==> config.mk <==
export PLATFORM = sky130hd
export DESIGN_NAME = pwr_step_ctrl
export DESIGN_NICKNAME = d
export VERILOG_FILES = /design/src/rtl/pwr_pkg.sv /design/src/rtl/pwr_btn_filter.sv /design/src/rtl/pwr_rate_gen.sv /design/src/rtl/pwr_step_ctrl.sv
export SDC_FILE = /design/constraint.sdc
export NUM_CORES = 1
export LEC_CHECK = 0
export BUFFER_PORTS_ARGS = -buffer_cell sky130_fd_sc_hd__buf_2
export CORE_AREA = 2 2 146 148
export DETAILED_ROUTE_END_ITERATION = 8
export DIE_AREA = 0 0 148 150
export PLACE_DENSITY = 0.72
export SYNTH_ARGS = -nofsm -noshare
export SYNTH_HDL_FRONTEND = slang
export SYNTH_SLANG_ARGS = --single-unit
==> constraint.sdc <==
create_clock -name clk -period 18.7 [get_ports clk]
set_input_delay 0.935 -clock clk [delete_from_list [all_inputs] [get_ports clk]]
set_output_delay 0.935 -clock clk [all_outputs]
set_load 0.02 [all_outputs]
==> src/rtl/pwr_pkg.sv <==
package pwr_pkg;
    localparam int unsigned FREQ_W = 2;

    typedef enum logic [FREQ_W-1:0] {
        RATE_STOP = 2'b00,
        RATE_LOW  = 2'b01,
        RATE_MID  = 2'b10,
        RATE_FULL = 2'b11
    } rate_e;

    localparam logic [1:0] PHASE_LAST = 2'd2;
endpackage

==> src/rtl/pwr_btn_filter.sv <==
module pwr_btn_filter #(
    parameter int unsigned DEB_CYCLES = 1000000
) (
    input  logic clk,
    input  logic rst_n,
    input  logic btn_n,
    output logic press
);
    localparam int unsigned CW = $clog2(DEB_CYCLES + 1);

    typedef struct packed {
        logic [1:0]    sync;
        logic          stable;
        logic [CW-1:0] cnt;
        logic          press;
    } flt_t;

    flt_t flt_d, flt_q;

    always_comb begin
        flt_d       = flt_q;
        flt_d.sync  = {flt_q.sync[0], btn_n};
        flt_d.press = 1'b0;
        if (flt_q.sync[1] == flt_q.stable) begin
            flt_d.cnt = '0;
        end else if (flt_q.cnt == CW'(DEB_CYCLES - 1)) begin
            flt_d.cnt    = '0;
            flt_d.stable = flt_q.sync[1];
            flt_d.press  = flt_q.stable & ~flt_q.sync[1];
        end else begin
            flt_d.cnt = flt_q.cnt + 1'b1;
        end
    end

    always_ff @(posedge clk or negedge rst_n) begin
        if (!rst_n) begin
            flt_q <= '{sync: 2'b11, stable: 1'b1, cnt: '0, press: 1'b0};
        end else begin
            flt_q <= flt_d;
        end
    end

    assign press = flt_q.press;
endmodule

==> src/rtl/pwr_rate_gen.sv <==
module pwr_rate_gen
    import pwr_pkg::*;
(
    input  logic              clk,
    input  logic              rst_n,
    input  logic [FREQ_W-1:0] code,
    output logic              tick
);
    logic [1:0] phase_d, phase_q;

    always_comb begin
        phase_d = (phase_q == PHASE_LAST) ? 2'd0 : phase_q + 2'd1;
    end

    always_ff @(posedge clk or negedge rst_n) begin
        if (!rst_n) begin
            phase_q <= 2'd0;
        end else begin
            phase_q <= phase_d;
        end
    end

    always_comb begin
        unique case (rate_e'(code))
            RATE_FULL: tick = 1'b1;
            RATE_MID:  tick = (phase_q != PHASE_LAST);
            RATE_LOW:  tick = (phase_q == 2'd0);
            default:   tick = 1'b0;
        endcase
    end
endmodule

==> src/rtl/pwr_step_ctrl.sv <==
module pwr_step_ctrl
    import pwr_pkg::*;
#(
    parameter int unsigned DEB_CYCLES     = 1000000,
    parameter int unsigned N_SLICES       = 19,
    parameter int unsigned PINS_PER_SLICE = 8,
    localparam int unsigned RES_W = $clog2(N_SLICES),
    localparam int unsigned OUT_W = N_SLICES * PINS_PER_SLICE
) (
    input  logic              clk,
    input  logic              btn_reset_n,
    input  logic              btn_freq_n,
    input  logic              btn_res_n,
    input  logic              btn_oe_n,
    output logic [FREQ_W-1:0] led_freq,
    output logic [RES_W-1:0]  led_res,
    output logic              led_oe,
    output logic [N_SLICES-1:0] slice_en,
    output logic              tick_en,
    output logic [OUT_W-1:0]  out_pins
);
    localparam logic [RES_W-1:0] RES_MAX = RES_W'(N_SLICES - 1);

    // reset: asserted at once, released through two flops
    logic [1:0] rst_pipe_q;
    logic       rst_n_q;

    always_ff @(posedge clk or negedge btn_reset_n) begin
        if (!btn_reset_n) begin
            rst_pipe_q <= 2'b00;
        end else begin
            rst_pipe_q <= {rst_pipe_q[0], 1'b1};
        end
    end
    assign rst_n_q = rst_pipe_q[1];

    // button step pulses
    logic [2:0] btn_raw_n;
    logic [2:0] btn_step;
    logic       freq_adv, res_adv, oe_adv;

    assign btn_raw_n = {btn_oe_n, btn_res_n, btn_freq_n};

    for (genvar b = 0; b < 3; b++) begin : g_btn
        pwr_btn_filter #(.DEB_CYCLES(DEB_CYCLES)) u_flt (
            .clk   (clk),
            .rst_n (rst_n_q),
            .btn_n (btn_raw_n[b]),
            .press (btn_step[b])
        );
    end
    assign freq_adv = btn_step[0];
    assign res_adv  = btn_step[1];
    assign oe_adv   = btn_step[2];

    typedef struct packed {
        logic [FREQ_W-1:0] freq;
        logic [RES_W-1:0]  res;
        logic              oe;
        logic [OUT_W-1:0]  pins;
    } ctl_t;

    ctl_t ctl_d, ctl_q;
    logic [N_SLICES-1:0] therm;
    logic                tick;

    pwr_rate_gen u_rate (
        .clk   (clk),
        .rst_n (rst_n_q),
        .code  (ctl_q.freq),
        .tick  (tick)
    );

    for (genvar s = 0; s < N_SLICES; s++) begin : g_therm
        assign therm[s] = (RES_W'(s) <= ctl_q.res);
    end

    always_comb begin
        ctl_d = ctl_q;
        if (freq_adv) begin
            ctl_d.freq = ctl_q.freq + 1'b1;
        end
        if (res_adv) begin
            ctl_d.res = (ctl_q.res == RES_MAX) ? '0 : ctl_q.res + 1'b1;
        end
        if (oe_adv) begin
            ctl_d.oe = ~ctl_q.oe;
        end
        for (int g = 0; g < N_SLICES; g++) begin
            if (!ctl_q.oe || !therm[g]) begin
                ctl_d.pins[g*PINS_PER_SLICE +: PINS_PER_SLICE] = '0;
            end else if (tick) begin
                ctl_d.pins[g*PINS_PER_SLICE +: PINS_PER_SLICE] =
                    ~ctl_q.pins[g*PINS_PER_SLICE +: PINS_PER_SLICE];
            end
        end
    end

    always_ff @(posedge clk or negedge rst_n_q) begin
        if (!rst_n_q) begin
            ctl_q <= '0;
        end else begin
            ctl_q <= ctl_d;
        end
    end

    assign led_freq = ctl_q.freq;
    assign led_res  = ctl_q.res;
    assign led_oe   = ctl_q.oe;
    assign slice_en = therm;
    assign tick_en  = tick;
    assign out_pins = ctl_q.pins;
endmodule

; Word-level counts from Yosys, hierarchy flattened
; Cells that the tools add are included.
[totals]
regBits = 236
in_bits = 5
wordCells = 217
[op_classes]
addsub = 6
magnitude_cmp = 19
eq_ne = 12
n_mux = 53
bitwise_logic = 29
reduce_logical = 62
[ops]
columns = cell, count
row1 = 8-bit 2-to-1 mux, 38
row2 = 8-bit inverter, 19
row3 = 20-bit 2-to-1 mux, 6
row4 = 20-bit by 1-bit adder with 20-bit output (second input constant), 3
row5 = 20-bit == test (second input constant), 3
row6 = 4-bit by 5-bit <= comparator with 1-bit output (first input constant), 8
row7 = 2-bit nonzero test, 19
row8 = 3-bit by 5-bit <= comparator with 1-bit output (first input constant), 4
row9 = 1-bit zero test, 20
row10 = 1-bit logical OR, 19
row11 = 5-bit <= comparator (first input constant), 3
row12 = 1-bit by 5-bit <= comparator with 1-bit output (first input constant), 2
row13 = 2-bit by 5-bit <= comparator with 1-bit output (first input constant), 2
row14 = 1-bit inverter, 7
row15 = 2-bit == test (second input constant), 3
row16 = 1-bit 2-to-1 mux, 6
row17 = 2-bit AND reduction, 3
row18 = 5-bit by 1-bit adder with 5-bit output (second input constant), 1
row19 = 5-bit == test (second input constant), 1
row20 = 5-bit 2-to-1 mux, 1
row21 = 2-bit by 1-bit adder with 2-bit output (second input constant), 2
row22 = 1-bit AND, 3
row23 = 1-bit == test, 3
row24 = 1-bit one-hot mux with 3 select lines, 1
row25 = other kinds (4), 4

; Depth between registers and ports, before layout
[logic_depth]
word_depth = 4
depth_mapped = 10
ltp_nobuf = 7

; By module
; Synthesis repeated with hierarchy kept, for this count alone.
[hier_totals]
cells_unflattened = 954
hier_area_um2 = 10426.2
[by_module_without_submodules]
columns = module, instances, cells_each, area_each_um2, seq_area_each_um2
row1 = pwr_step_ctrl, 1, 598, 6859.1, 4053.9
row2 = pwr_btn_filter, 3, 116, 1162.4, 604.3
row3 = pwr_rate_gen, 1, 8, 80.1, 50.0

; Worst setup path before layout
; OpenSTA, ideal clock, no wires.
[synth_path]
path_type = register -> output
start = register ctl_q (netlist bit led_res[0])
end = output slice_en[0]
t_arrival_ns = 1.628
required_ns = 17.765
slack_ns = 16.137
path_stages_with_launch = 6
path_cell_list = dfrtp_1 -> inv_1 -> ha_1 -> nor3_1 -> nand2_1 -> or2_2
[synth_between]
elab_chain_len = 1
[synth_rtl]
columns = element, line_no
row1 = start: declaration, pwr_step_ctrl.sv:63  ; ctl_t ctl_d, ctl_q;
row2 = start signal: assignment, pwr_step_ctrl.sv:103  ; ctl_q <= ctl_d;
row3 = 1-bit by 5-bit <= comparator with 1-bit output, pwr_step_ctrl.sv:75  ; assign therm[s] = (RES_W'(s) <= ctl_q.res);
row4 = end: declaration, pwr_step_ctrl.sv:18  ; output logic [N_SLICES-1:0] slice_en,
; Every way passes these cells.

; Worst setup path in the final report
; Ends and elaborated chain as after synthesis.

==> metrics.md <==
| Metric | Value |
|---|---|
| Antenna Nets Post-Route | `0` |
| EDFF count, synth | `0` |
| Compound-cell area share of the yosys netlist | `0.0128` |
| R2R setup slack | `16.24 ns` |
| Arrival @ worst endpoint | `2.52 ns` |
| Synth area leader | `dfrtp_1` |
| Syn Inst Count | `915` |
| FF-to-FF End | `out_pins[12]` |
| P_leak | `5.64 nW` |
| Final hold slack | `0.203 ns` |
| Post-synth cell types | `43` |
| H-tree levels | `1` |
| Total gr overflow | `0` |
| Final setup violation count | `0` |
| FF+latch count, synth | `236` |
| Worst reg-to-reg path cell count | `8` |
| Pin count of the biggest net entering global routing | `153` |
| Fin nets | `1121` |
| Die width | `148 um` |
| Pwr Total | `1.04 mW` |
| Min Tclk post-route | `3.46 ns` |
| Primary FF master, synth | `dfrtp_1` |
| Synth Area in Simple Gates | `0.170` |
| Fin util | `0.584` |
| Clock Path Buffers | `3` |
| Drt drc | `0` |
| Syn Area/Cell | `11.1 um^2` |
| Yosys warnings | `0` |
| PD cells | `85.8 nW/um^2` |
| Antenna Cells | `0` |
| Mux cell area share after synthesis | `0.00296` |
| Synth Cell Area | `10100 um^2` |
| Die Ht | `150 um` |
| Syn_nets | `936` |
| Fill cell count | `1773` |
| Number of core rows | `53` |
| First DRT Iteration DRCs | `351` |
| Crit. End Element | `output pin` |
| Tot GR Track Use | `0.191` |
| Cell at the slowest stage of the critical path | `dfrtp_1` |
| GPL Wtd Cong | `0.783` |
| Largest family of logic cells by synthesized area | `XOR/XNOR gates` |
| Initial antenna violation count | `0` |
| Setup bufs post-CTS | `0` |
| Crit path launch type | `flop` |
| Total negative slack | `0 ns` |
| FMAX | `0.289 GHz` |
| Worst skew pair latency | `0.51 ns` |
| Clk root buf | `clkbuf_16` |
| Max-slew violations | `0` |
| Starting Density | `0.490` |
| Area after DPL | `11200 um^2` |
| Synth-to-Final Area Change | `19.2%` |
| Most frequent cells in the layout | `dfrtp_1, nor2_1, buf_2` |
| I/O pin total | `185` |
| RSZ-0062 raised after global routing | `no` |
| Die Area | `22200 um^2` |
| Vias | `6865` |
| Synth Area in XOR/XNOR | `0.181` |
| Clk sinks | `236` |
| Sequential fraction of the synthesis area | `0.584` |
| Share of layout cells above drive strength 1 | `0.225` |
| Fin. Hold Viols | `0` |
| Final Cell Area | `12100 um^2` |
| Final Cycle Share | `0.185` |
| WL final | `21.1 mm` |
| Vias in the first global route | `6619` |
| Top cells by area, synth | `dfrtp_1, xnor2_1, nor2_1, xor2_1, dfstp_2` |
| Clock slew at reported path FFs | `0.06 ns` |
| TritonCTS Buffers | `25` |
| Post-synth ARST share | `1.00` |
| Clock Skew | `0.0118 ns` |
| Critical Path RT | `17.77 ns` |
| Via density | `4.93` |
| CTS tree | `done` |
| CP cell instances | `inv_1 > ha_1 > nor3_1 > nand2_1 > or2_2 > buf_2` |
| Core Area | `20700 um^2` |
| Drt wl/cell | `15.2 um` |
| Post-DP HPWL | `14.1 mm` |
| Max_cap viols | `0` |
| Reg2reg start | `led_freq[1]` |
| CTS Hold Buffers Added | `0` |
| Commonest non-fill, non-tap cell in the layout | `dfrtp_1` |
| Hold Path Class | `in -> async` |
| First-pass GRT wire length | `34.6 mm` |
| Number of gates resized after CTS | `0` |
| Maximum VDD drop | `55.0 uV` |
| Worst slew pin tran | `1.27 ns` |
| PortBufs | `184` |
| Status | `finished, final reports clean` |
| Synth Area in Adders | `0.0198` |
| Slowest cell delay on critical path | `0.50 ns` |
| Share of the synthesized area in the top cell type | `0.560` |
| Relative slew margins | `0.155` |
| CP Class | `reg -> out` |
| DR pass1 iterations | `5` |
| Critical path fanouts, max | `9` |
-- cell usage after synthesis, types with 2 or more instances --
master / instances
xnor2_1: 171
nor2_1: 225
a21oi_1: 3
nor3_1: 9
ha_1: 16
nand4_1: 10
a21o_1: 3
o21ai_0: 7
and2_1: 6
buf_4: 13
mux2i_1: 3
and3_1: 5
inv_1: 19
nand3_1: 32
nor4b_1: 4
clkbuf_1: 4
buf_2: 6
nand2b_1: 2
nor2b_1: 3
and4_1: 7
dfstp_2: 9
nor3_2: 2
o21bai_1: 4
buf_6: 8
or2_2: 3
xor2_1: 38
nand2_1: 54
nor4_1: 5
nor4_4: 2
or2_1: 3
dfrtp_1: 227
-- report_power, final --
group	switching, mW	leakage (nW)	internal, mW
Sequential	0.00366	3.25	0.514
Clock	0.195	0.418	0.310
Combinational	0.0118	1.96	0.00263
-- flip-flops by register name (all words and copies together) (netlist names) --
signal	count
g_btn.u_flt.flt_d	3
g_btn.u_flt.flt_q	66
g_btn.u_flt.press	3
led_freq	2
led_oe	1
led_res	5
out_pins	152
rst_pipe_q	2
u_rate.phase_q	2
-- final cells by class --
type                       count  area [um^2]  area share
tap                          275          344      0.0285
inverter                      19         71.3     0.00590
clock inverter                 9          126      0.0105
multi-input combinational    629         3930       0.325
sequential                   236         5920       0.490
timing repair buffer         189          971      0.0804
clock buffer                  35          723      0.0599
-- stage by stage --
step                instances  worst slack, ns
floorplan                 915            11.65
global placement         1348            15.86
detailed placement       1348            15.75
CTS                      1392            15.24
global route             1392            15.12
finish                   1392            15.24
-- metal layers --
layer | share of wire | global-route usage | routed length [um] | up-vias
met3 | 0.062 | 0.0311 | 1300 | 29
met5 | 0 | 0 | 0 | -
met2 | 0.46 | 0.302 | 9700 | 203
met4 | 0.015 | 0.0419 | 321 | 0
li1 | - | - | - | 3276
met1 | 0.46 | 0.281 | 9770 | 3357
-- worst max-delay path, delay by kind of cell (launching register included) --
kind / cells / cell delay, ns
fa+ha+maj: 1 / 0.23
buf+inv: 2 / 0.30
flops: 1 / 0.50
simple gates: 3 / 0.99
-- how the worst max path moves through the flow --
| stage | start | endpoint | slack (ns) | depth (start not counted) |
|---|---|---|---|---|
| CTS | led_res[0] | slice_en[0] | 15.24 | 6 |
| floorplan | rst_pipe_q[1] | g_btn[0].u_flt.flt_q[10] | 11.65 | 0 |
| global placement | led_res[0] | slice_en[0] | 15.86 | 6 |
| detailed placement | led_res[0] | slice_en[0] | 15.75 | 6 |
| global route | led_res[0] | slice_en[0] | 15.12 | 6 |
| finish | led_res[0] | slice_en[0] | 15.24 | 6 |
-- cells by family (layout without fill, tap and decap cells) --
family          after synthesis  count (layout)
fa+ha+maj                    16              16
simple gates                379             379
buf+inv                      50             252
mux                           3               3
compound gates               21              21
xor+xnor                    209             209
flops                       236             236
other cells                   1               1
No activity file was read; power rests on OpenSTA's default activity.
